===== config.mk =====
export PLATFORM = sky130hd
export DESIGN_NAME = owd_watchdog
export DESIGN_NICKNAME = d
export VERILOG_FILES = /design/src/rtl/owd_pkg.sv /design/src/rtl/owd_counter.sv /design/src/rtl/owd_interval.sv /design/src/rtl/owd_timer.sv /design/src/rtl/owd_watchdog.sv
export SDC_FILE = /design/constraint.sdc
export NUM_CORES = 1
export LEC_CHECK = 0
export BUFFER_PORTS_ARGS = -buffer_cell sky130_fd_sc_hd__buf_2
export CAP_MARGIN = 30
export CORE_MARGIN = 4
export CORE_UTILIZATION = 30
export DETAILED_ROUTE_END_ITERATION = 6
export PLACE_DENSITY = 0.48
export SKIP_LAST_GASP = 1
export SLEW_MARGIN = 40
export SYNTH_ARGS = -nofsm -noshare
export SYNTH_HDL_FRONTEND = slang
export SYNTH_SLANG_ARGS = --single-unit

===== constraint.sdc =====
create_clock -name clk -period 3.25 [get_ports clk]
set_clock_uncertainty 0.15 [all_clocks]
set_input_delay 0.1625 -clock clk [delete_from_list [all_inputs] [get_ports clk]]
set_output_delay 0.1625 -clock clk [all_outputs]
set_load 0.005 [all_outputs]

===== src/rtl/owd_pkg.sv =====
package owd_pkg;

    // Command the counter issues to the timer for the current cycle
    typedef enum logic [1:0] {
        CMD_TICK = 2'd0,
        CMD_ARM  = 2'd1,
        CMD_STOP = 2'd2
    } owd_cmd_e;

endpackage


===== src/rtl/owd_counter.sv =====
module owd_counter
    import owd_pkg::*;
#(
    parameter int CNT_W = 8
) (
    input  logic             clk,
    input  logic             rst_n,
    input  logic             enq_i,
    input  logic             deq_i,
    input  logic             flush_i,
    output logic [CNT_W-1:0] count_o,
    output logic             nonzero_o,
    output logic             underflow_o,
    output owd_cmd_e         cmd_o
);

    localparam logic [CNT_W-1:0] CNT_MAX = '1;
    localparam logic [CNT_W-1:0] CNT_ONE = CNT_W'(1);

    typedef struct packed {
        logic [CNT_W-1:0] count;
        logic             underflow;
    } cnt_s;

    cnt_s     st_d, st_q;
    owd_cmd_e cmd_d;

    always_comb begin
        st_d  = st_q;
        cmd_d = CMD_TICK;
        if (flush_i) begin
            st_d.count = '0;
            cmd_d      = CMD_STOP;
        end else begin
            unique case ({enq_i, deq_i})
                2'b11: begin
                    if (st_q.count != '0) cmd_d = CMD_ARM;
                end
                2'b10: begin
                    if (st_q.count == '0) begin
                        st_d.count = CNT_ONE;
                        cmd_d      = CMD_ARM;
                    end else if (st_q.count != CNT_MAX) begin
                        st_d.count = st_q.count + CNT_ONE;
                    end
                end
                2'b01: begin
                    if (st_q.count == '0) begin
                        st_d.underflow = 1'b1;
                    end else begin
                        st_d.count = st_q.count - CNT_ONE;
                        cmd_d      = (st_q.count == CNT_ONE) ? CMD_STOP : CMD_ARM;
                    end
                end
                default: ;
            endcase
        end
    end

    always_ff @(posedge clk or negedge rst_n) begin
        if (!rst_n) st_q <= '0;
        else        st_q <= st_d;
    end

    assign count_o     = st_q.count;
    assign nonzero_o   = (st_q.count != '0);
    assign underflow_o = st_q.underflow;
    assign cmd_o       = cmd_d;

    p_deq_empty_ignored_r8: assert property (@(posedge clk) disable iff (!rst_n)
        (deq_i && !enq_i && !flush_i && st_q.count == '0) |=> (st_q.count == '0 && st_q.underflow));

    p_underflow_sticky_r8: assert property (@(posedge clk) disable iff (!rst_n)
        st_q.underflow |=> st_q.underflow);

    p_flush_empties_r6: assert property (@(posedge clk) disable iff (!rst_n)
        flush_i |=> (st_q.count == '0));

    p_pair_holds_count_r7: assert property (@(posedge clk) disable iff (!rst_n)
        (enq_i && deq_i && !flush_i) |=> $stable(st_q.count));

    p_saturate_r11: assert property (@(posedge clk) disable iff (!rst_n)
        (enq_i && !deq_i && !flush_i && st_q.count == CNT_MAX) |=> (st_q.count == CNT_MAX));

endmodule


===== src/rtl/owd_interval.sv =====
module owd_interval #(
    parameter int TMR_W   = 16,
    parameter int TICK_HZ = 1000
) (
    input  logic [TMR_W-1:0] cfg_i,
    output logic [TMR_W-1:0] load_o
);

    // Nominal interval: one twentieth of the tick rate, rounded up
    localparam int               NOMINAL = (TICK_HZ + 19) / 20;
    localparam logic [TMR_W-1:0] NOM_V   = TMR_W'(NOMINAL);

    assign load_o = (cfg_i == '0) ? NOM_V : cfg_i;

endmodule


===== src/rtl/owd_timer.sv =====
module owd_timer
    import owd_pkg::*;
#(
    parameter int TMR_W = 16
) (
    input  logic             clk,
    input  logic             rst_n,
    input  owd_cmd_e         cmd_i,
    input  logic [TMR_W-1:0] load_i,
    input  logic             work_pending_i,
    output logic             running_o,
    output logic             cancel_o
);

    localparam logic [TMR_W-1:0] TMR_ONE = TMR_W'(1);

    typedef struct packed {
        logic [TMR_W-1:0] remaining;
        logic             running;
        logic             cancel;
    } tmr_s;

    tmr_s st_d, st_q;

    always_comb begin
        st_d        = st_q;
        st_d.cancel = 1'b0;
        unique case (cmd_i)
            CMD_STOP: begin
                st_d.running = 1'b0;
            end
            CMD_ARM: begin
                st_d.running   = 1'b1;
                st_d.remaining = load_i;
            end
            default: begin
                if (st_q.running) begin
                    if (st_q.remaining <= TMR_ONE) begin
                        st_d.running = 1'b0;
                        st_d.cancel  = work_pending_i;
                    end else begin
                        st_d.remaining = st_q.remaining - TMR_ONE;
                    end
                end
            end
        endcase
    end

    always_ff @(posedge clk or negedge rst_n) begin
        if (!rst_n) st_q <= '0;
        else        st_q <= st_d;
    end

    assign running_o = st_q.running;
    assign cancel_o  = st_q.cancel;

    p_pulse_single_r9: assert property (@(posedge clk) disable iff (!rst_n)
        st_q.cancel |=> !st_q.cancel);

    p_idle_after_fire_r9: assert property (@(posedge clk) disable iff (!rst_n)
        st_q.cancel |-> !st_q.running);

    p_stop_no_fire_r5: assert property (@(posedge clk) disable iff (!rst_n)
        (cmd_i == CMD_STOP) |=> (!st_q.running && !st_q.cancel));

    p_arm_runs_r2: assert property (@(posedge clk) disable iff (!rst_n)
        (cmd_i == CMD_ARM) |=> (st_q.running && !st_q.cancel));

endmodule


===== src/rtl/owd_watchdog.sv =====
module owd_watchdog
    import owd_pkg::*;
#(
    parameter int CNT_W   = 8,
    parameter int TMR_W   = 16,
    parameter int TICK_HZ = 1000
) (
    input  logic             clk,
    input  logic             rst_n,
    input  logic             enq_i,
    input  logic             deq_i,
    input  logic             flush_i,
    input  logic [TMR_W-1:0] timeout_cycles_i,
    output logic [CNT_W-1:0] count_o,
    output logic             timer_running_o,
    output logic             cancel_o,
    output logic             underflow_o
);

    owd_cmd_e         cmd;
    logic             nonzero;
    logic [TMR_W-1:0] load;

    owd_counter #(.CNT_W(CNT_W)) u_counter (
        .clk        (clk),
        .rst_n      (rst_n),
        .enq_i      (enq_i),
        .deq_i      (deq_i),
        .flush_i    (flush_i),
        .count_o    (count_o),
        .nonzero_o  (nonzero),
        .underflow_o(underflow_o),
        .cmd_o      (cmd)
    );

    owd_interval #(.TMR_W(TMR_W), .TICK_HZ(TICK_HZ)) u_interval (
        .cfg_i (timeout_cycles_i),
        .load_o(load)
    );

    owd_timer #(.TMR_W(TMR_W)) u_timer (
        .clk           (clk),
        .rst_n         (rst_n),
        .cmd_i         (cmd),
        .load_i        (load),
        .work_pending_i(nonzero),
        .running_o     (timer_running_o),
        .cancel_o      (cancel_o)
    );

    p_empty_means_idle_r5: assert property (@(posedge clk) disable iff (!rst_n)
        (count_o == '0) |-> !timer_running_o);

    p_fire_needs_work_r9: assert property (@(posedge clk) disable iff (!rst_n)
        cancel_o |-> (count_o != '0));

    p_flush_stops_r6: assert property (@(posedge clk) disable iff (!rst_n)
        flush_i |=> (!timer_running_o && !cancel_o));

endmodule


### Yosys cells after proc, flatten, opt, wreduce, memory -nomap -nowiden

Index checks and enable logic that the tools add are counted.

| storage, ports and cells | value |
|---|---|
| bits in registers | 27 |
| bits of input ports | 21 |
| output and inout bits | 11 |
| word-level logic and storage cells | 48 |

| cells by class | value |
|---|---|
| add/subtract/negate cells | 3 |
| magnitude comparators | 1 |
| equal/unequal tests | 10 |
| multiplexer cells | 18 |
| bitwise logic cells | 2 |
| reduce and logical (&&, ||, !) cells | 9 |

Operators by type and width:

| kind | count |
|---|---|
| $mux 16 | 2 |
| $mux 8 | 4 |
| $pmux 16 s2 | 1 |
| $mux 18 | 1 |
| $le 16x1->1 const B | 1 |
| $logic_not 16->1 | 1 |
| $pmux 8 s2 | 1 |
| $sub 16x1->16 const B | 1 |
| $reduce_and 3->1 | 3 |
| $add 8x1->8 const B | 1 |
| $eq 8x1->1 const B | 1 |
| $logic_not 8->1 | 1 |
| $mux 2 | 4 |
| $ne 8x8->1 const B | 1 |
| $reduce_bool 8->1 | 1 |
| $sub 8x1->8 const B | 1 |
| $eq 2x2->1 const B | 3 |
| $pmux 2 s3 | 1 |
| $eq 2x1->1 const B | 2 |
| $ne 4x2->1 const B | 1 |
| $mux 1 | 3 |
| $ne 3x3->1 const B | 1 |
| $reduce_bool 3->1 | 1 |
| $ne 2x2->1 const B | 1 |
| other kinds (4) | 5 |

### Depth between registers and ports, before layout

| depth | value |
|---|---|
| word-level depth | 8 |
| gate-level depth with buffers | 14 |

### Cells and area by module

A second synthesis with hierarchy kept.

| second synthesis, totals | value |
|---|---|
| cells, all modules | 262 |
| area, all modules | 2144.6 um^2 |

Modules (own cells, without submodules):

| module | times used | cells an instance | area an instance (um^2) |
|---|---|---|---|
| owd_timer | 1 | 148 | 1232.4 |
| owd_counter | 1 | 91 | 782.0 |
| owd_interval | 1 | 23 | 130.1 |

### Worst setup path before layout

OpenSTA, ideal clock, no wires.

| timing | value |
|---|---|
| kind | register -> register |
| start | reg u_counter.st_q (netlist bit u_counter.count_o[2]) |
| end | reg u_timer.st_q[17] (netlist bit) |
| library setup time | 132 ps |
| arrival | 3027 ps |
| setup slack | -59 ps |
| cell stages (with the launch flop) | 12 |
| buffers on the path | 1 |
| clock period less this slack | 3309 ps |
| cell sequence | dfrtp_1 buf_6 or4_4 nor3_1 nand3_1 a21o_1 ha_1 nor2b_1 nand3_1 or4b_1 nor4_1 o22ai_1 |

| on the way | value |
|---|---|
| word-level cells in the longest chain between the ends | 8 |

Ends and longest elaborated chain:

| element | line | source |
|---|---|---|
| from (decl) | owd_counter.sv:25 | `cnt_s st_d, st_q;` |
| from (signal assigned) | owd_counter.sv:62 | `else st_q <= st_d;` |
| $eq 8x1->1 | owd_counter.sv:52 | `cmd_d = (st_q.count == CNT_ONE) ? CMD_STOP : CMD_ARM;` |
| $mux 2 | owd_counter.sv:52 |  |
| $mux 2 | owd_counter.sv:48 | `if (st_q.count == '0) begin` |
| $pmux 2 s3 * | owd_counter.sv:35 | `unique case ({enq_i, deq_i})` |
| $mux 2 * | owd_counter.sv:31 | `if (flush_i) begin` |
| $eq 2x1->1 or $eq 2x2->1 (tied branches) | owd_timer.sv:28 | `unique case (cmd_i)` |
| $ne 2x2->1 (no source line), or another cell as far along | -- |  |
| $reduce_and 3->1 (no source line) | -- |  |
| to (signal assigned) | owd_timer.sv:51 | `else st_q <= st_d;` |
| to (decl) | owd_timer.sv:23 | `tmr_s st_d, st_q;` |

Mark *: on every way between the ends. The rest lies on a longest branch, timed or not.
A chain may end at the register's enable or synchronous reset.

### Worst setup path in the final report

| timing | value |
|---|---|
| start | reg u_counter.st_q (netlist bit u_counter.count_o[5]) |
| end | reg u_timer.st_q[15] (netlist bit) |

The elaborated chain is that of the path after synthesis.

==> impl_metrics.yaml <==
global_routing:
  overflow: 0
  grt_max_degree: 28
  use_met3_pct: 3.01
  grt_use_met2_pct: 25.1
  grtUsageMet1_pct: 21.0
  antenna_found_initial: 0
  grt_pass1_wl_um: 9540
  grt_usage_pct: 15.5
  busiest_layer: "met2"
  grt_pass1_vias: 1920
worst_setup_path:
  worstPathRequired_ps: 3280
  crit_path_end_kind: "flip-flop"
  path_buf_inv: 0
  crit_type: "reg -> reg"
  slowest_stage: "or4b_1"
  crit_path_start_kind: "flip-flop"
  crit_top_cell: "nand3_1"
  cp_slowest_stage_delay_ps: 540
  critPathMaxFanout: 6
  path_cells: "or4_4 -> nor3_2 -> nand3_1 -> a21o_1 -> ha_1 -> nor2b_2 -> nand3_1 -> or4b_1 -> o211ai_1 -> o21ai_0"
  cp_top_family: "simple AND/OR/NAND/NOR gates"
  cp.arrival_ps: 3020
synth:
  synth_cell_type_count: 47
  synth-edff-count: 0
  netlist_instances: 223
  synth_compound_area_share_pct: 25.7
  synth_top_family_by_area: "simple AND/OR/NAND/NOR gates"
  syn-cell-area_um2: 1920
  synth-async-reset-ratio_pct: 100
  synth.area.mux_share_pct: 0
  syn_avg_cell_area_um2: 8.61
  synth_area_leaders: "dfrtp_1 35%, ha_1 5.2%, nor4_1 5.2%, nand2_1 4.1%, a21oi_1 3.7%"
  synthAdderAreaFrac_pct: 5.22
  seq_area_frac_synth_pct: 35.2
  yosys.area.top_type_share_pct: 35.2
  synthXorXnorAreaFrac_pct: 0.456
  syn_nets: 252
  yosys.area_share.simple_pct: 29.2
  synth_top_area_cell: "dfrtp_1"
  yosys_warnings: 0
  synth_ff_type: "dfrtp_1"
  ys_seq_elements: 27
die:
  initial_utilization_pct: 31.7
  dieArea_um2: 7740
  die_w_um: 88.0
  io_pins: 32
  coreArea_um2: 6060
  die_y_um: 88.0
  rows: 28
pwr:
  p_leak_nw: 0.957
  ir_drop_mv: 0.344
  power_density_nw_per_um2: 873
run:
  maxCapViolations: 0
sta:
  finalWorstSetupSlack_ps: 257
  rsz0062_at_grt: "no"
  fin_crit_ps: 2990
  worst_pin_slew_ps: 619
  fmax_mhz: 334
  setup_tns_ps: 0
  period_share_pct: 92.1
  max_slew_margin_pct: 58.3
  finalHoldViolCount: 0
  setup_viol: 0
  drv_slew: 0
worst_hold_path:
  hold_path_class: "in -> reg"
clock_network:
  htree_levels: 1
  clock_sinks: 27
  clkTransAtPathRegs_ps: 120
  worst_skew_pair.late_latency_ps: 290
  numCtsBuffers: 3
  clk_path_buf_depth: 2
  cts_tree: "done"
  cts_setup_buffers: 0
  cts-root-buf: "clkbuf_8"
route:
  ant_nets: 0
  dr.pass1.iters: 4
  via_count: 1940
  via_per_inst: 5.76
  drc: 0
  wirelength_um: 5670
  wire_per_inst_um: 16.8
  drt_iter0_drc: 98
final_layout:
  n_antenna_cell: 0
  final_nets: 292
  syn_to_final_growth_pct: 19.4
  drive_gt1_share_pct: 22.5
  mostFrequentLayoutCell: "buf_2"
  mostFrequentLayoutCells: "31 x buf_2, 25 x dfrtp_1, 21 x nand2_1"
outcome:
  status: "finished, final reports clean"
place:
  hpwl_um: 4190
  dp_slack_ps: 212
  port_buffers: 31
  gp_congestion: 0.808
==> metrics by stage <==
stage	hold slack (ps)	total power, W	cells	utilization (%)	cell area, um^2
after floorplan	-283	0.00139	223	-	1920
after global placement	79.6	0.00179	331	36.4	2200
after detailed placement	80.0	0.00177	331	36.4	2200
after CTS	12.1	0.00199	337	37.5	2270
after global routing	22.3	0.00217	337	37.8	2290
final	19.8	0.00200	337	37.8	2290
==> synth_stat cells, types with 3 or more instances <==
cell type / count
dfrtp_1: 27
nand2_1: 21
nor4_1: 16
a21oi_1: 14
nor2_1: 14
o21ai_0: 13
inv_1: 10
ha_1: 8
nor2b_1: 8
o22ai_1: 7
nor3_1: 6
o211ai_1: 6
nand3_1: 5
a22oi_1: 4
clkbuf_1: 4
nand2b_1: 4
nor4b_1: 4
o31ai_1: 4
a221o_1: 3
a32oi_1: 3
nand4_1: 3
or3_1: 3
or4_1: 3
==> kinds of logic (layout without fill, tap and decap cells) <==
logic type                 count (synthesis)  count (layout)
DFF                                       27              27
buffers and inverters                     18              57
adders and majority gates                  8               8
xor gates and xnor gates                   1               1
AOI/OAI and AO/OA                         70              70
and+or+nand+nor                           99              99
==> worst paths after layout <==
kind / start / to / slack (ps) / cells after the start
setup reg to reg: u_counter.count_o[5]$_DFFE_PN0P_ / u_timer.st_q[15]$_DFFE_PN0P_ / 260 / 10
hold / removal: timeout_cycles_i[0] / u_timer.st_q[2]$_DFFE_PN0P_ / 20 / 3
setup / recovery: u_counter.count_o[5]$_DFFE_PN0P_ / u_timer.st_q[15]$_DFFE_PN0P_ / 260 / 10
max in group asynchronous: rst_n / u_counter.count_o[5]$_DFFE_PN0P_ / 2230 / 2
hold reg to reg: u_counter.underflow_o$_DFFE_PN0P_ / u_counter.underflow_o$_DFFE_PN0P_ / 340 / 2
min in group asynchronous: rst_n / u_timer.st_q[7]$_DFFE_PN0P_ / 260 / 2
==> where the power goes <==
part / switching, W / internal, W / total (W)
sequential: 0.000162 / 0.000455 / 0.000617
combinational: 0.000686 / 0.000486 / 0.00117
clock: 0.000124 / 0.0000875 / 0.000212
total: 0.000973 / 0.00103 / 0.00200
==> worst register-to-register path, cell delays in order, from the launching register on <==
cell and delay [ps]:
dfrtp_2 450, or4_4 510, nor3_2 150, nand3_1 120, a21o_1 200, ha_1 220, nor2b_2 140, nand3_1 130
or4b_1 540, o211ai_1 180, o21ai_0 110
==> layout make-up <==
type	count	area (um^2)
fill	616	3770
multi-input combinational	178	1180
sequential	27	678
timing repair buffer	43	250
tap	75	93.8
clock buffer	3	41.3
inverter	10	37.5
clock inverter	1	7.51
==> state kept, by name, summed over array words and instances, names as in the netlist <==
name,cells
u_timer.running_o,1
u_timer.st_q,16
u_counter.count_o,8
u_counter.underflow_o,1
u_timer.cancel_o,1
==> repair_timing <==
action	4_1_cts	5_1_grt
hold endpoints to repair	28	0
setup endpoints to repair	0	5
hold buffers	2	0
gates resized for setup	0	5
==> routing by layer <==
metal	wire (um)	vias up
met3	300	6
met1	2660	930
li1	-	950
met2	2640	54
met5	0	-
met4	66	0
No activity file was read; power rests on OpenSTA's default activity.
